## config.mk

```make
export PLATFORM = sky130hd
export DESIGN_NAME = iir2_pair
export DESIGN_NICKNAME = d
export VERILOG_FILES = /design/src/rtl/iir2_pair.sv
export SDC_FILE = /design/constraint.sdc
export NUM_CORES = 2
export LEC_CHECK = 0
export BUFFER_PORTS_ARGS = -buffer_cell sky130_fd_sc_hd__buf_4
export CAP_MARGIN = 25
export CORE_AREA = 2 2 293 295
export CTS_CLUSTER_SIZE = 25
export DETAILED_ROUTE_END_ITERATION = 8
export DIE_AREA = 0 0 295 297
export HOLD_SLACK_MARGIN = 0.02
export PLACE_DENSITY = 0.6
export SYNTH_ARGS = -nofsm -noshare
export SYNTH_HDL_FRONTEND = slang
export SYNTH_SLANG_ARGS = --single-unit
```

## constraint.sdc

```tcl
create_clock -name clk -period 22.5 [get_ports clk]
set_clock_uncertainty 0.2 [all_clocks]
set_input_delay 6.75 -clock clk [delete_from_list [all_inputs] [get_ports clk]]
set_output_delay 6.75 -clock clk [all_outputs]
set_load 0.02 [all_outputs]
```

## src/rtl/iir2_pair.sv

```systemverilog
module iir2_pair #(
  parameter int SW = 16,
  parameter int CW = 18,
  parameter int CF = 16,
  parameter logic signed [CW-1:0] B0 = 18'sd4424,
  parameter logic signed [CW-1:0] B1 = 18'sd8848,
  parameter logic signed [CW-1:0] B2 = 18'sd4424,
  parameter logic signed [CW-1:0] A1 = -18'sd74908,
  parameter logic signed [CW-1:0] A2 = 18'sd27054
) (
  input  logic                 clk,
  input  logic                 rst,
  input  logic                 in_valid,
  input  logic                 in_ch,
  input  logic signed [SW-1:0] in_x,
  output logic                 out_valid,
  output logic                 out_ch,
  output logic signed [SW-1:0] out_y
);
  localparam int PW = SW + CW;
  localparam int AW = PW + 3;
  localparam logic signed [AW-1:0] MAXV = {{(AW-SW+1){1'b0}}, {(SW-1){1'b1}}};
  localparam logic signed [AW-1:0] MINV = ~MAXV;

  logic signed [SW-1:0] x1_q [2];
  logic signed [SW-1:0] x2_q [2];
  logic signed [SW-1:0] y1_q [2];
  logic signed [SW-1:0] y2_q [2];

  logic signed [PW-1:0] prod [5];
  logic signed [PW-1:0] p_q  [5];
  logic signed [AW-1:0] ext  [5];
  logic                 v1_q, ch1_q;

  assign prod[0] = in_x        * B0;
  assign prod[1] = x1_q[in_ch] * B1;
  assign prod[2] = x2_q[in_ch] * B2;
  assign prod[3] = y1_q[in_ch] * A1;
  assign prod[4] = y2_q[in_ch] * A2;

  for (genvar i = 0; i < 5; i++) begin : g_ext
    assign ext[i] = {{(AW-PW){p_q[i][PW-1]}}, p_q[i]};
  end

  logic signed [AW-1:0] acc, sh;
  logic signed [SW-1:0] y_sat;

  assign acc   = ext[0] + ext[1] + ext[2] - ext[3] - ext[4];
  assign sh    = acc >>> CF;
  assign y_sat = (sh > MAXV) ? MAXV[SW-1:0] :
                 (sh < MINV) ? MINV[SW-1:0] : sh[SW-1:0];

  always_ff @(posedge clk) begin
    if (rst) begin
      for (int k = 0; k < 2; k++) begin
        x1_q[k] <= '0;
        x2_q[k] <= '0;
      end
      for (int k = 0; k < 5; k++) p_q[k] <= '0;
      v1_q  <= 1'b0;
      ch1_q <= 1'b0;
    end else begin
      v1_q <= in_valid;
      if (in_valid) begin
        ch1_q        <= in_ch;
        x2_q[in_ch]  <= x1_q[in_ch];
        x1_q[in_ch]  <= in_x;
        for (int k = 0; k < 5; k++) p_q[k] <= prod[k];
      end
    end
  end

  always_ff @(posedge clk) begin
    if (rst) begin
      for (int k = 0; k < 2; k++) begin
        y1_q[k] <= '0;
        y2_q[k] <= '0;
      end
      out_valid <= 1'b0;
      out_ch    <= 1'b0;
      out_y     <= '0;
    end else begin
      out_valid <= v1_q;
      if (v1_q) begin
        y2_q[ch1_q] <= y1_q[ch1_q];
        y1_q[ch1_q] <= y_sat;
        out_ch      <= ch1_q;
        out_y       <= y_sat;
      end
    end
  end
endmodule


```

==> results.txt <==
outcome -> complete, no violations
nets@finish -> 4170
kind of critical path -> in -> reg
Seq cells post-synth -> 293
largest net degree at the start of global routing -> 76
syn nets -> 4132
cts repair resizes -> 0
synthesized area -> 33570 sq um
Worst R2R End -> p_q[0][129]
CTS Buffer Depth -> 3
most frequent cell after synthesis -> inv_1
Clk Latency, worst-skew pair -> 0.57 ns
worst hold margin -> 0.2913 ns
Slew HR -> 33.37%
fin. max-slew vios -> 0
vias per cell -> 4.948
layout cells sized above 1 -> 5.547%
Cells after Synth -> 3253
synth cell count leaders -> inv_1, ha_1, fa_1
# setup viols final -> 0
Core Region -> 84480 sq um
most frequently used flop master after synthesis -> edfxtp_1
flop2flop setup slack -> 15.45 ns
CTS Buf Count -> 37
Die H -> 297 um
die width -> 295 um
Routed WL -> 80310 um
fin crit period -> 13.90 ns
TritonCTS clock tree -> built
grt ovf -> 0
top cells by area, synth -> edfxtp_1, fa_1, ha_1
Avg WL per Cell -> 18.00 um
Worst setup SP type -> input pin
RD Place Congestion -> 0.9058
Synth async-reset ratio -> 0%
R2R depth -> 19
register area share after synthesis -> 25.58%
DR pass1 iterations -> 6
fin crit share -> 61.77%
HPWL Detailed -> 65390 um
die area -> 87620 sq um
RSZ-0062 raised after global routing -> no
DRC viols -> 0
via count -> 22076
Area growth, synth to finish -> 8.434%
synth warn -> 0
Ports -> 38
hold_buf cts -> 0
Yosys top cell by area -> edfxtp_1
Iter 0 DRT Violations -> 1442
clk slew on worst S/H paths -> 0.06 ns
Setup WS post-layout -> 8.601 ns
initial antenna violation count -> 5
vias in the first global route -> 22917
row count -> 107
Initial Utilization -> 39.74%
Critical Path RT -> 22.54 ns
max_cap viols -> 0
Worst Tran Pin Value -> 0.9923 ns
clock sink count -> 293
Fin. Hold Viols -> 0
Antenna Violating Nets Remaining -> 0
Avg Inst Size Synth -> 10.32 sq um
final setup TNS -> 0 ns
post-CTS setup buffer count -> 0
nature of the critical path endpoint -> flip-flop
crit path from -> in_ch
H-tree Lvls -> 2
post-synth top area share -> 24.33%
Crit Path Max Fanout -> 48
clock root buffer -> clkbuf_16
R2R Path Start -> y1_q[1][14]
CP endpoint -> p_q[0][160]
number of synthesized flops with an enable pin -> 272
Fmax -> 0.07195 GHz
arrival time worst endpoint -> 13.94 ns
PortBufs -> 37
hold crit path type -> reg -> reg
Unique masters post-synth -> 78
GRT Resource Usage Total -> 19.13%
Post-Place Worst Slack -> 8.040 ns
first-pass GRT wire length -> 129500 um
-- cell type report --
class	count	area (sq um)
tap	1144	1431
inverter	781	2937
multi-input combinational	2119	21820
timing repair buffer	59	483.0
antenna	1	2.502
clock inverter	16	150.1
fill	8165	48070
sequential	293	8588
clock buffer	49	992.2
-- cells in the final DEF (no fill, tap or decap), types with 6 or more instances in the layout --
cell	synthesis	routed
inv_1	779	777
ha_1	467	467
fa_1	392	392
edfxtp_1	272	272
nor2_1	191	190
a21oi_1	117	117
xnor2_1	100	100
o21ai_0	98	98
nand2_1	90	90
mux2i_1	73	73
a21o_1	69	69
xor2_1	67	67
buf_4	0	55
and2_1	53	53
and3_1	49	49
clkbuf_16	0	38
nor3_1	37	37
nand3_1	31	31
mux2_2	30	30
o21a_1	21	21
dfxtp_1	21	21
nand2b_1	18	17
a211oi_1	17	17
or2_2	16	16
a31oi_1	15	15
or3_1	11	11
a221o_1	11	11
clkbuf_1	48	11
nand4_1	10	10
nor2b_1	10	10
o21bai_1	9	9
o211ai_1	8	8
o31ai_1	7	7
o2111ai_1	7	7
a31o_2	7	7
clkinv_1	1	6
a2111oi_0	6	6
nor4_1	6	6
-- worst min path at each step --
stage               cells past startpoint      start  slack, ns        end
detailed placement                      1   out_y[7]       0.28   out_y[7]
floorplan                               1      ch1_q       0.30  flip-flop
global route                            1  out_y[14]       0.31  out_y[14]
CTS                                     1   out_y[3]       0.29   out_y[3]
finish                                  1   out_y[3]       0.29   out_y[3]
global placement                        1   out_y[6]       0.28   out_y[6]
-- flip-flops by register name (all words and copies together) (netlist names), 16 cells and up, named ones only --
signal / count
out_y: 16
p_q: 144
x1_q: 32
x2_q: 32
y1_q: 32
y2_q: 32
-- critical path, stage by stage --
cell       delay [ns]
buf_4            0.23
buf_4            0.64
mux2i_1          0.81
inv_1            0.25
ha_1             0.41
fa_1             0.55
inv_1            0.07
fa_1             0.51
fa_1             0.55
inv_1            0.05
fa_1             0.51
fa_1             0.50
ha_1             0.37
a21o_1           0.22
a21o_1           0.18
a21o_1           0.16
a21oi_1          0.14
o21ai_0          0.10
a21oi_1          0.22
a21oi_1          0.10
a2111oi_0        0.42
nor4_1           0.15
-- cells by family after synthesis --
family	Yosys count	share of synthesized area (%)
adder cells (fa/ha/maj)	859	40.78
flip-flops	293	25.58
buffers and inverters	841	9.455
XOR/XNOR	167	4.357
AO/OA/AOI/OAI	442	8.609
multiplexers	103	3.183
AND/OR/NAND/NOR	548	8.039
-- per-stage QoR --
step,instances,utilization [%],cell area (sq um)
4_1_cts,4457,43.01,36330
2_1_floorplan,3253,-,33570
3_3_place_gp,4392,41.66,35190
6_report,4462,43.09,36400
5_1_grt,4461,43.09,36400
3_5_place_dp,4392,41.66,35190
-- metal layers --
metal	wire length, um	global-route usage (%)	vias up
met5	41	0	-
met4	3094	6.511	6
met3	3547	2.802	121
met2	37120	30.33	373
met1	36510	26.74	10867
li1	-	-	10709
Power is left out: the tool's default activity adds up to more than one toggle a clock period on the data nets, which glitch-free logic cannot reach.
